<file path="src/rtl/intc_pkg.sv">
`timescale 1ns/1ps
// Package: address slots and operations shared by the controller and its parts.
package intc_pkg;
    localparam int SLOT_CFG0  = 0;
    localparam int SLOT_CFG1  = 1;
    localparam int SLOT_CFG2  = 2;
    localparam int SLOT_SRC   = 3;
    localparam int SLOT_ROUTE = 4;
    localparam int SLOT_WAKE  = 5;
    localparam int SLOT_MASK  = 6;
    localparam int SLOT_RISE  = 7;
    localparam int SLOT_FALL  = 8;
    localparam int SLOT_PND0  = 9;
    localparam int SLOT_PND1  = 10;
    localparam int SLOT_SCR   = 11;
    localparam int NUM_CTRL   = 7;   // set/clear registers in slots 0..6

    typedef enum logic [1:0] {
        OP_READ  = 2'd0,
        OP_SET   = 2'd1,
        OP_CLEAR = 2'd2,
        OP_NONE  = 2'd3
    } bus_op_e;

    // Reset value of a control slot: source select and routing start at all ones.
    function automatic logic ctrl_reset_bit(input int slot);
        return (slot == SLOT_SRC) || (slot == SLOT_ROUTE);
    endfunction
endpackage

</file>
<file path="src/rtl/intc_sync.sv">
`timescale 1ns/1ps
// intc_sync: multi-stage synchronizer for the source lines, plus a copy of the
// synchronized value one clock older for edge detection.
// Assumes STAGES >= 1; inputs may change at any time relative to clk.
module intc_sync #(
    parameter int N      = 32,
    parameter int STAGES = 2
) (
    input  logic         clk,
    input  logic         rst_n,
    input  logic [N-1:0] din,
    output logic [N-1:0] sync_o,
    output logic [N-1:0] prev_o
);
    logic [STAGES-1:0][N-1:0] stg_q;
    logic [N-1:0]             prev_q;

    // Shift the lines through the synchronizer chain and keep last cycle's value.
    always_ff @(posedge clk) begin
        if (!rst_n) begin
            stg_q  <= '0;
            prev_q <= '0;
        end else begin
            stg_q[0] <= din;
            for (int s = 1; s < STAGES; s++) stg_q[s] <= stg_q[s-1];
            prev_q <= stg_q[STAGES-1];
        end
    end

    assign sync_o = stg_q[STAGES-1];
    assign prev_o = prev_q;
endmodule

</file>
<file path="src/rtl/intc_setclr_reg.sv">
`timescale 1ns/1ps
// intc_setclr_reg: one register word written only through separate set and
// clear strobes; ones in wdata select the bits affected.
// Assumes set_we and clr_we are never high together (distinct addresses).
module intc_setclr_reg #(
    parameter int   W      = 32,
    parameter logic RST_BIT = 1'b0
) (
    input  logic         clk,
    input  logic         rst_n,
    input  logic         set_we,
    input  logic         clr_we,
    input  logic [W-1:0] wdata,
    output logic [W-1:0] q
);
    // Apply set or clear bit masks; reset loads the configured value.
    always_ff @(posedge clk) begin
        if (!rst_n)       q <= {W{RST_BIT}};
        else if (set_we)  q <= q | wdata;
        else if (clr_we)  q <= q & ~wdata;
    end


    set_bits_chk: assert property (@(posedge clk) disable iff (!rst_n)
        set_we |=> ((q & $past(wdata)) == $past(wdata)));

    clr_bits_chk: assert property (@(posedge clk) disable iff (!rst_n)
        clr_we |=> ((q & $past(wdata)) == '0));
endmodule

</file>
<file path="src/rtl/intc_edge_latch.sv">
`timescale 1ns/1ps
// intc_edge_latch: per-source rising and falling capture latches.
// A latch bit sets on an enabled edge and clears only on a write of 1 to its
// clear strobe; a new edge in the same cycle as its clear wins.
module intc_edge_latch #(
    parameter int N = 32
) (
    input  logic         clk,
    input  logic         rst_n,
    input  logic [N-1:0] rise_ev,
    input  logic [N-1:0] fall_ev,
    input  logic [N-1:0] rise_en,
    input  logic [N-1:0] fall_en,
    input  logic         rise_clr_we,
    input  logic         fall_clr_we,
    input  logic [N-1:0] wdata,
    output logic [N-1:0] rise_q,
    output logic [N-1:0] fall_q
);
    logic [N-1:0] rise_clr, fall_clr, rise_cap, fall_cap;

    // Form the clear masks and the enabled capture events.
    always_comb begin
        rise_clr = rise_clr_we ? wdata : '0;
        fall_clr = fall_clr_we ? wdata : '0;
        rise_cap = rise_ev & rise_en;
        fall_cap = fall_ev & fall_en;
    end

    // Update both latch arrays.
    always_ff @(posedge clk) begin
        if (!rst_n) begin
            rise_q <= '0;
            fall_q <= '0;
        end else begin
            rise_q <= (rise_q & ~rise_clr) | rise_cap;
            fall_q <= (fall_q & ~fall_clr) | fall_cap;
        end
    end


    rise_cause_chk: assert property (@(posedge clk) disable iff (!rst_n)
        ((rise_q & ~$past(rise_q) & ~$past(rise_ev & rise_en)) == '0));

    fall_cause_chk: assert property (@(posedge clk) disable iff (!rst_n)
        ((fall_q & ~$past(fall_q) & ~$past(fall_ev & fall_en)) == '0));

    rise_hold_chk: assert property (@(posedge clk) disable iff (!rst_n)
        ((($past(rise_q) & ~$past(rise_clr)) & ~rise_q) == '0));

    fall_hold_chk: assert property (@(posedge clk) disable iff (!rst_n)
        ((($past(fall_q) & ~$past(fall_clr)) & ~fall_q) == '0));
endmodule

</file>
<file path="src/rtl/intc_trigger.sv">
`timescale 1ns/1ps
// intc_trigger: decodes each source's 3-bit mode {b2,b1,b0} into latch enables
// and a pending flag. 000 off, 001 rise, 010 fall, 011 both edges,
// 101 high level, 110 low level; 100 and 111 are treated as off.
module intc_trigger #(
    parameter int N = 32
) (
    input  logic [N-1:0] mode0,
    input  logic [N-1:0] mode1,
    input  logic [N-1:0] mode2,
    input  logic [N-1:0] level,
    input  logic [N-1:0] rise_q,
    input  logic [N-1:0] fall_q,
    output logic [N-1:0] rise_en,
    output logic [N-1:0] fall_en,
    output logic [N-1:0] pend
);
    // Per-source mode decode.
    always_comb begin
        for (int i = 0; i < N; i++) begin
            rise_en[i] = !mode2[i] && mode0[i];
            fall_en[i] = !mode2[i] && mode1[i];
            if (mode2[i])
                pend[i] = (mode0[i] && !mode1[i] && level[i]) ||
                          (mode1[i] && !mode0[i] && !level[i]);
            else
                pend[i] = (mode0[i] && rise_q[i]) || (mode1[i] && fall_q[i]);
        end
    end
endmodule

</file>
<file path="src/rtl/irq_router.sv">
`timescale 1ns/1ps
// irq_router: top of the interrupt controller. Synchronizes the source lines,
// catches edges, decodes trigger modes, gates by mask and routes each source to
// one of two requests; wake follows pending AND wake enable.
// Assumes bus_addr is stable while bus_rdata is sampled; reads are combinational.
module irq_router #(
    parameter int N_SRC       = 32,
    parameter int SYNC_STAGES = 2,
    parameter int ADDR_W      = 6
) (
    input  logic              clk,
    input  logic              rst_n,
    input  logic [N_SRC-1:0]  src_in,
    input  logic              bus_we,
    input  logic [ADDR_W-1:0] bus_addr,
    input  logic [N_SRC-1:0]  bus_wdata,
    output logic [N_SRC-1:0]  bus_rdata,
    output logic              irq_req0,
    output logic              irq_req1,
    output logic              irq_wake
);
    import intc_pkg::*;

    localparam int SLOT_W = ADDR_W - 2;

    logic [SLOT_W-1:0]         slot;
    bus_op_e                   op;
    logic [NUM_CTRL-1:0][N_SRC-1:0] ctrl_q;
    logic [N_SRC-1:0]          lvl, lvl_prev, rise_q, fall_q, rise_en, fall_en;
    logic [N_SRC-1:0]          pend, pnd0, pnd1, scratch_q;

    assign slot = bus_addr[ADDR_W-1:2];
    assign op   = bus_op_e'(bus_addr[1:0]);

    intc_sync #(.N(N_SRC), .STAGES(SYNC_STAGES)) u_sync (
        .clk(clk), .rst_n(rst_n), .din(src_in), .sync_o(lvl), .prev_o(lvl_prev)
    );

    // One set/clear register per control slot.
    for (genvar g = 0; g < NUM_CTRL; g++) begin : g_ctrl
        intc_setclr_reg #(.W(N_SRC), .RST_BIT(ctrl_reset_bit(g))) u_reg (
            .clk(clk), .rst_n(rst_n),
            .set_we(bus_we && (slot == SLOT_W'(g)) && (op == OP_SET)),
            .clr_we(bus_we && (slot == SLOT_W'(g)) && (op == OP_CLEAR)),
            .wdata(bus_wdata), .q(ctrl_q[g])
        );
    end

    intc_edge_latch #(.N(N_SRC)) u_latch (
        .clk(clk), .rst_n(rst_n),
        .rise_ev(lvl & ~lvl_prev), .fall_ev(~lvl & lvl_prev),
        .rise_en(rise_en), .fall_en(fall_en),
        .rise_clr_we(bus_we && (slot == SLOT_W'(SLOT_RISE)) && (op == OP_CLEAR)),
        .fall_clr_we(bus_we && (slot == SLOT_W'(SLOT_FALL)) && (op == OP_CLEAR)),
        .wdata(bus_wdata), .rise_q(rise_q), .fall_q(fall_q)
    );

    intc_trigger #(.N(N_SRC)) u_trig (
        .mode0(ctrl_q[SLOT_CFG0]), .mode1(ctrl_q[SLOT_CFG1]), .mode2(ctrl_q[SLOT_CFG2]),
        .level(lvl), .rise_q(rise_q), .fall_q(fall_q),
        .rise_en(rise_en), .fall_en(fall_en), .pend(pend)
    );

    // Scratch word: plain storage, written through any op of its slot.
    always_ff @(posedge clk) begin
        if (!rst_n)                                   scratch_q <= '0;
        else if (bus_we && slot == SLOT_W'(SLOT_SCR)) scratch_q <= bus_wdata;
    end

    // Route unmasked pending sources to the request selected by the routing bit.
    always_comb begin
        pnd0     = pend & ctrl_q[SLOT_MASK] & ctrl_q[SLOT_ROUTE];
        pnd1     = pend & ctrl_q[SLOT_MASK] & ~ctrl_q[SLOT_ROUTE];
        irq_req0 = |pnd0;
        irq_req1 = |pnd1;
        irq_wake = |(pend & ctrl_q[SLOT_WAKE]);
    end

    // Read multiplexer over all slots.
    always_comb begin
        bus_rdata = '0;
        if (op == OP_READ) begin
            if (slot < SLOT_W'(NUM_CTRL))           bus_rdata = ctrl_q[slot[2:0]];
            else if (slot == SLOT_W'(SLOT_RISE))    bus_rdata = rise_q;
            else if (slot == SLOT_W'(SLOT_FALL))    bus_rdata = fall_q;
            else if (slot == SLOT_W'(SLOT_PND0))    bus_rdata = pnd0;
            else if (slot == SLOT_W'(SLOT_PND1))    bus_rdata = pnd1;
            else if (slot == SLOT_W'(SLOT_SCR))     bus_rdata = scratch_q;
        end
    end


    req0_route_chk: assert property (@(posedge clk) disable iff (!rst_n)
        irq_req0 |-> ((ctrl_q[SLOT_MASK] & ctrl_q[SLOT_ROUTE]) != '0));

    req1_route_chk: assert property (@(posedge clk) disable iff (!rst_n)
        irq_req1 |-> ((ctrl_q[SLOT_MASK] & ~ctrl_q[SLOT_ROUTE]) != '0));

    wake_en_chk: assert property (@(posedge clk) disable iff (!rst_n)
        irq_wake |-> (ctrl_q[SLOT_WAKE] != '0));

    off_mode_chk: assert property (@(posedge clk) disable iff (!rst_n)
        ((pend & ~(ctrl_q[SLOT_CFG0] | ctrl_q[SLOT_CFG1])) == '0));
endmodule

</file>
<file path="config.mk">
export PLATFORM = sky130hd
export DESIGN_NAME = irq_router
export DESIGN_NICKNAME = d
export VERILOG_FILES = /design/src/rtl/intc_pkg.sv /design/src/rtl/intc_sync.sv /design/src/rtl/intc_setclr_reg.sv /design/src/rtl/intc_edge_latch.sv /design/src/rtl/intc_trigger.sv /design/src/rtl/irq_router.sv
export SDC_FILE = /design/constraint.sdc
export NUM_CORES = 1
export LEC_CHECK = 0
export BUFFER_PORTS_ARGS = -buffer_cell sky130_fd_sc_hd__clkbuf_2
export CELL_PAD_IN_SITES_DETAIL_PLACEMENT = 1
export CELL_PAD_IN_SITES_GLOBAL_PLACEMENT = 1
export CORE_MARGIN = 2
export CORE_UTILIZATION = 45
export CTS_CLUSTER_SIZE = 25
export DETAILED_ROUTE_END_ITERATION = 7
export PLACE_DENSITY_LB_ADDON = 0.1
export RECOVER_POWER = 100
export SETUP_SLACK_MARGIN = 0.15
export SLEW_MARGIN = 20
export SYNTH_ARGS = -nofsm -noshare
export SYNTH_HDL_FRONTEND = slang
export SYNTH_HIERARCHICAL = 1
export SYNTH_SLANG_ARGS = --single-unit
</file>
<file path="constraint.sdc">
create_clock -name clk -period 2.2 [get_ports clk]
set_input_delay 0 -clock clk [delete_from_list [all_inputs] [get_ports clk]]
set_output_delay 0 -clock clk [all_outputs]
set_load 0.005 [all_outputs]
</file>
; ---- After elaboration in Yosys (flattened, before gate mapping)
; Cells that the tools add are included.
[totals]
regBits = 416
in_bits = 73
out_inout_bits = 35
elab_cells = 603
[op_classes]
n_lt_le_gt_ge = 2
bitwise = 32
reduce_logical = 486
mux = 57
eq_ne = 13
[op_table]
columns = op, n
row1 = 32-bit 2-to-1 mux, 24
row2 = 32-bit bitwise AND, 17
row3 = 32-bit OR, 9
row4 = 1-bit logical AND, 282
row5 = 32-bit NOT, 6
row6 = 1-bit logical NOT, 128
row7 = 32-bit binary-select mux with 3-bit select, 1
row8 = 32-bit OR reduction, 3
row9 = 1-bit logical OR, 64
row10 = 1-bit 2-to-1 mux, 32
row11 = "4-bit by 3-bit equality test with 1-bit output, second input constant", 4
row12 = "4-bit equality test, second input constant", 4
row13 = 2-bit nonzero test, 7
row14 = "4-bit by 2-bit equality test with 1-bit output, second input constant", 2
row15 = "4-bit by 1-bit equality test with 1-bit output, second input constant", 1
row16 = 4-bit logical NOT, 1
row17 = "3-bit by 4-bit < comparator with 1-bit output, second input constant", 1
row18 = "4-bit by 3-bit < comparator with 1-bit output, second input constant", 1
row19 = "2-bit by 1-bit equality test with 1-bit output, second input constant", 1
row20 = "2-bit equality test, second input constant", 1
row21 = 2-bit logical NOT, 1

; ---- Depth between registers and ports, before layout
[depth]
ltp_word = 13
mapped_depth = 9

; ---- Modules after synthesis
; Netlist, hierarchy kept.
[modules_own_cells]
columns = mod, area_each_um2, cells_each, n_inst
row1 = intc_setclr_reg at g_ctrl[0].u_reg ..., 1346.3, 141, 5
row2 = irq_router, 6427.4, 815, 1
row3 = intc_sync, 2844.0, 234, 1
row4 = intc_edge_latch, 2662.6, 276, 1
row5 = intc_setclr_reg at g_ctrl[3].u_reg ..., 1141.1, 106, 2
row6 = intc_trigger, 1876.8, 224, 1

; ---- Worst setup path after synthesis
; Ideal clock, no wire load.
[synth_path]
path_kind = input-to-reg
start = input port bus_addr[2]
end = register (tool-made name)
setup_ns = 0.122
path_stages = 9
t_required_ns = 2.078
t_arrival_ns = 1.702
path_slack_ns = 0.376
path_cell_list = buf_6 > buf_6 > buf_4 > buf_2 > or2_2 > nor2_1 > buf_6 > nand2_1 > a221o_1
[synth_lines]
columns = element, line_no
row1 = start: declaration, irq_router.sv:15  ; input logic [ADDR_W-1:0] bus_addr,

==> flow_summary.yaml <==
floorplanning:
  io_pins: 108
  fp.dieW_um: 229
  die_h_um: 229
  core_region_area_mm2: 0.0501
  start_util_pct: 45.6
  die_area_mm2: 0.0525
  rows: 82
finish:
  multi_input_area_mm2: 0.0140
  syn_to_final_growth_pct: 22.2
  fill_cells: 5601
  drive_above_1_share_pct: 28.2
  regArea_mm2: 0.00858
  num-nets-final: 2708
job:
  drv_cap: 1
clock_tree:
  clock-sinks: 416
  htreeDepth: 2
  clockBufferDepth: 3
  clk_latency_ns: 0.60
  cts_tree: "yes"
  cts_buffers: 49
  clk_pin_slew_worst_paths_ns: 0.06
  clockRootBuffer: "clkbuf_16"
route:
  drtIter0Drc: 1464
  post_drt_via_cell_ratio: 6.27
  first_pass_iters: 6
  routed-via-count: 20980
  ant_nets: 0
  finalWirelength_um: 86000
  drcViolationCount: 0
  wire_per_inst_um: 25.7
sta:
  fin_crit_ns: 2.72
  tightest_slew_ns: 1.63
  fin_ws_ns: -0.524
  setup_violations: 182
  period_share_pct: 124
  tns_ns: -19.19
  relSlewSlack_pct: -8.39
  rsz0062_at_grt: "yes"
  max_freq_ghz: 0.367
  slew_viol_final: 82
  finalClockSkew_ns: 0.0158
  hold_viol_final: 0
synth:
  syn_area_mm2: 0.0228
  syn-num-nets: 2539
  yosysMostFrequentCell: "dfxtp_1"
  yosysTopAreaCellShare_pct: 36.5
  avgSynthCellArea_um2: 9.26
  postSynthCellCount: 2466
  ys_top_cells_by_count: "dfxtp_1, nand2_1, and3_1"
  async_reset_ff_share_pct: 0
  ys_ff_latch: 416
  yosys-top-cells-area: "dfxtp_1, a31o_1, and3_1"
  ys.warnings.count: 6
  synth-edff-count: 0
  yosys.cell_types.count: 58
  ys.flop_type: "dfxtp_1"
  synth_top_area_cell: "dfxtp_1"
  yosysSeqAreaShare_pct: 36.5
global_routing:
  grt-ovfl-total: 0
  track_usage_pct: 31.7
  grt_max_degree: 213
  grt_pass1_wl_um: 130000
  first_global_vias: 21410
  antenna_found_initial: 3
setup_path:
  crit_fanout: 5
  worst_ep_arrival_time_ns: 2.72
  cp-start-kind: "flip-flop"
  crit_slowest_cell: "nor4_4"
  critPathTopFamily: "simple AND/OR/NAND/NOR gates"
  worst-path-buf-inv: 1
  path_cells: "nand4b_1, nand4_1, and3b_2, nand4b_1, nor4_4, nand4_1, buf_2"
  critPathKind: "flip-flop to output port"
  critPathCaptureType: "output port"
  critPathMaxStageDelay_ns: 0.37
  worstPathRequired_ns: 2.20
pwr:
  p_leak_nw: 10.8
  ir_worst_vdd_uv: 519
  p_total_w: 0.0177
  power_density_mw_per_mm2: 633
outcome:
  violations: "max-capacitance violations, max-slew violations, negative setup slack"
  status: "complete, but fails checks"
place:
  dp_hpwl_um: 52600
  io_buffers: 107
  place_congestion: 0.876
hold_path:
  hp-class: "input port to flip-flop"
## area by class of cell
type / count / share of cell area [%]
repair buffers: 338 / 9.88
well taps: 672 / 3.01
multi-input cells: 1801 / 50.1
clock buffers: 81 / 5.37
inverters: 29 / 0.390
diodes: 1 / 0.00897
clock inverters: 9 / 0.444
flip-flops and latches: 416 / 30.8
## placed cells by master (no fill, tap or decap), types with 66 or more instances in the layout
cell           count
nand2_1          361
nor2b_1           96
and2_1            70
buf_4            107
and3_1           228
dlygate4sd3_1     66
a31o_1           216
clkbuf_2          83
dfxtp_1          288
nand3b_1          92
dfxtp_2           91
## routing by layer
metal	global-route usage, %	routed length (um)	vias to the layer above
met5	0	26	-
met4	12.0	3250	4
met3	5.93	6040	179
met2	52.0	40000	693
met1	41.2	36600	10625
li1	-	-	9479
## worst reg2reg max path: cells and delay by family, from the launching register on
family / cells / cell delay, ns
AOI/OAI and AO/OA: 1 / 0.18
buffers and inverters: 1 / 0.56
DFF: 1 / 0.39
and+or+nand+nor: 1 / 0.06
## path summary, 6_finish.rpt
path         slack, ns  cells past startpoint              from                end
max              -0.52                      7         flip-flop           irq_req1
min               0.04                      5            bus_we      scratch_q[10]
max reg2reg       0.95                      3     scratch_q[24]      scratch_q[24]
min reg2reg       0.43                      1  u_sync/stg_q[22]  u_sync/sync_o[22]
## per-stage QoR
stage | instances | util [%] | setup slack [ns] | hold WS (ns) | cell area [um^2]
after CTS | 3329 | 54.6 | -0.428 | 0.00364 | 27300
final | 3347 | 55.7 | -0.524 | 0.0425 | 27900
after floorplan | 2466 | - | 0.376 | 0.122 | 22800
after global routing | 3347 | 55.7 | -0.559 | 0.0482 | 27900
after detailed placement | 3124 | 47.5 | -0.160 | 0.206 | 23800
after global placement | 3124 | 47.5 | -0.129 | 0.205 | 23800
## timing repair
item                                    in CTS  in global routing
pin swaps                                  106                 67
setup buffers                               49                 16
cloned                                       0                  1
resized for setup                          292                121
hold buffers                                66                  0
endpoints found under the setup margin      35                 36
hold endpoints to repair                   355                  0
## cell families (layout without fill, tap and decap cells)
| kind of cell | after synthesis | after routing | share of synthesized area [%] |
|---|---|---|---|
| AO/OA/AOI/OAI | 572 | 572 | 21.6 |
| buffers and inverters | 250 | 457 | 7.34 |
| flip-flops | 416 | 416 | 36.5 |
| multiplexers | 69 | 69 | 5.07 |
| other | 0 | 1 | 0 |
| AND/OR/NAND/NOR | 1159 | 1160 | 29.5 |
## where the power goes
part           switching (W)  total, W  leakage [nW]  internal (W)
Combinational        0.00102   0.00163          6.56      0.000606
Clock                0.00339   0.00836         0.796       0.00497
Sequential         0.0000718   0.00767          3.44       0.00759
Total                0.00448    0.0177          10.8        0.0132
Note: power is estimated with default switching activity, not from simulation.
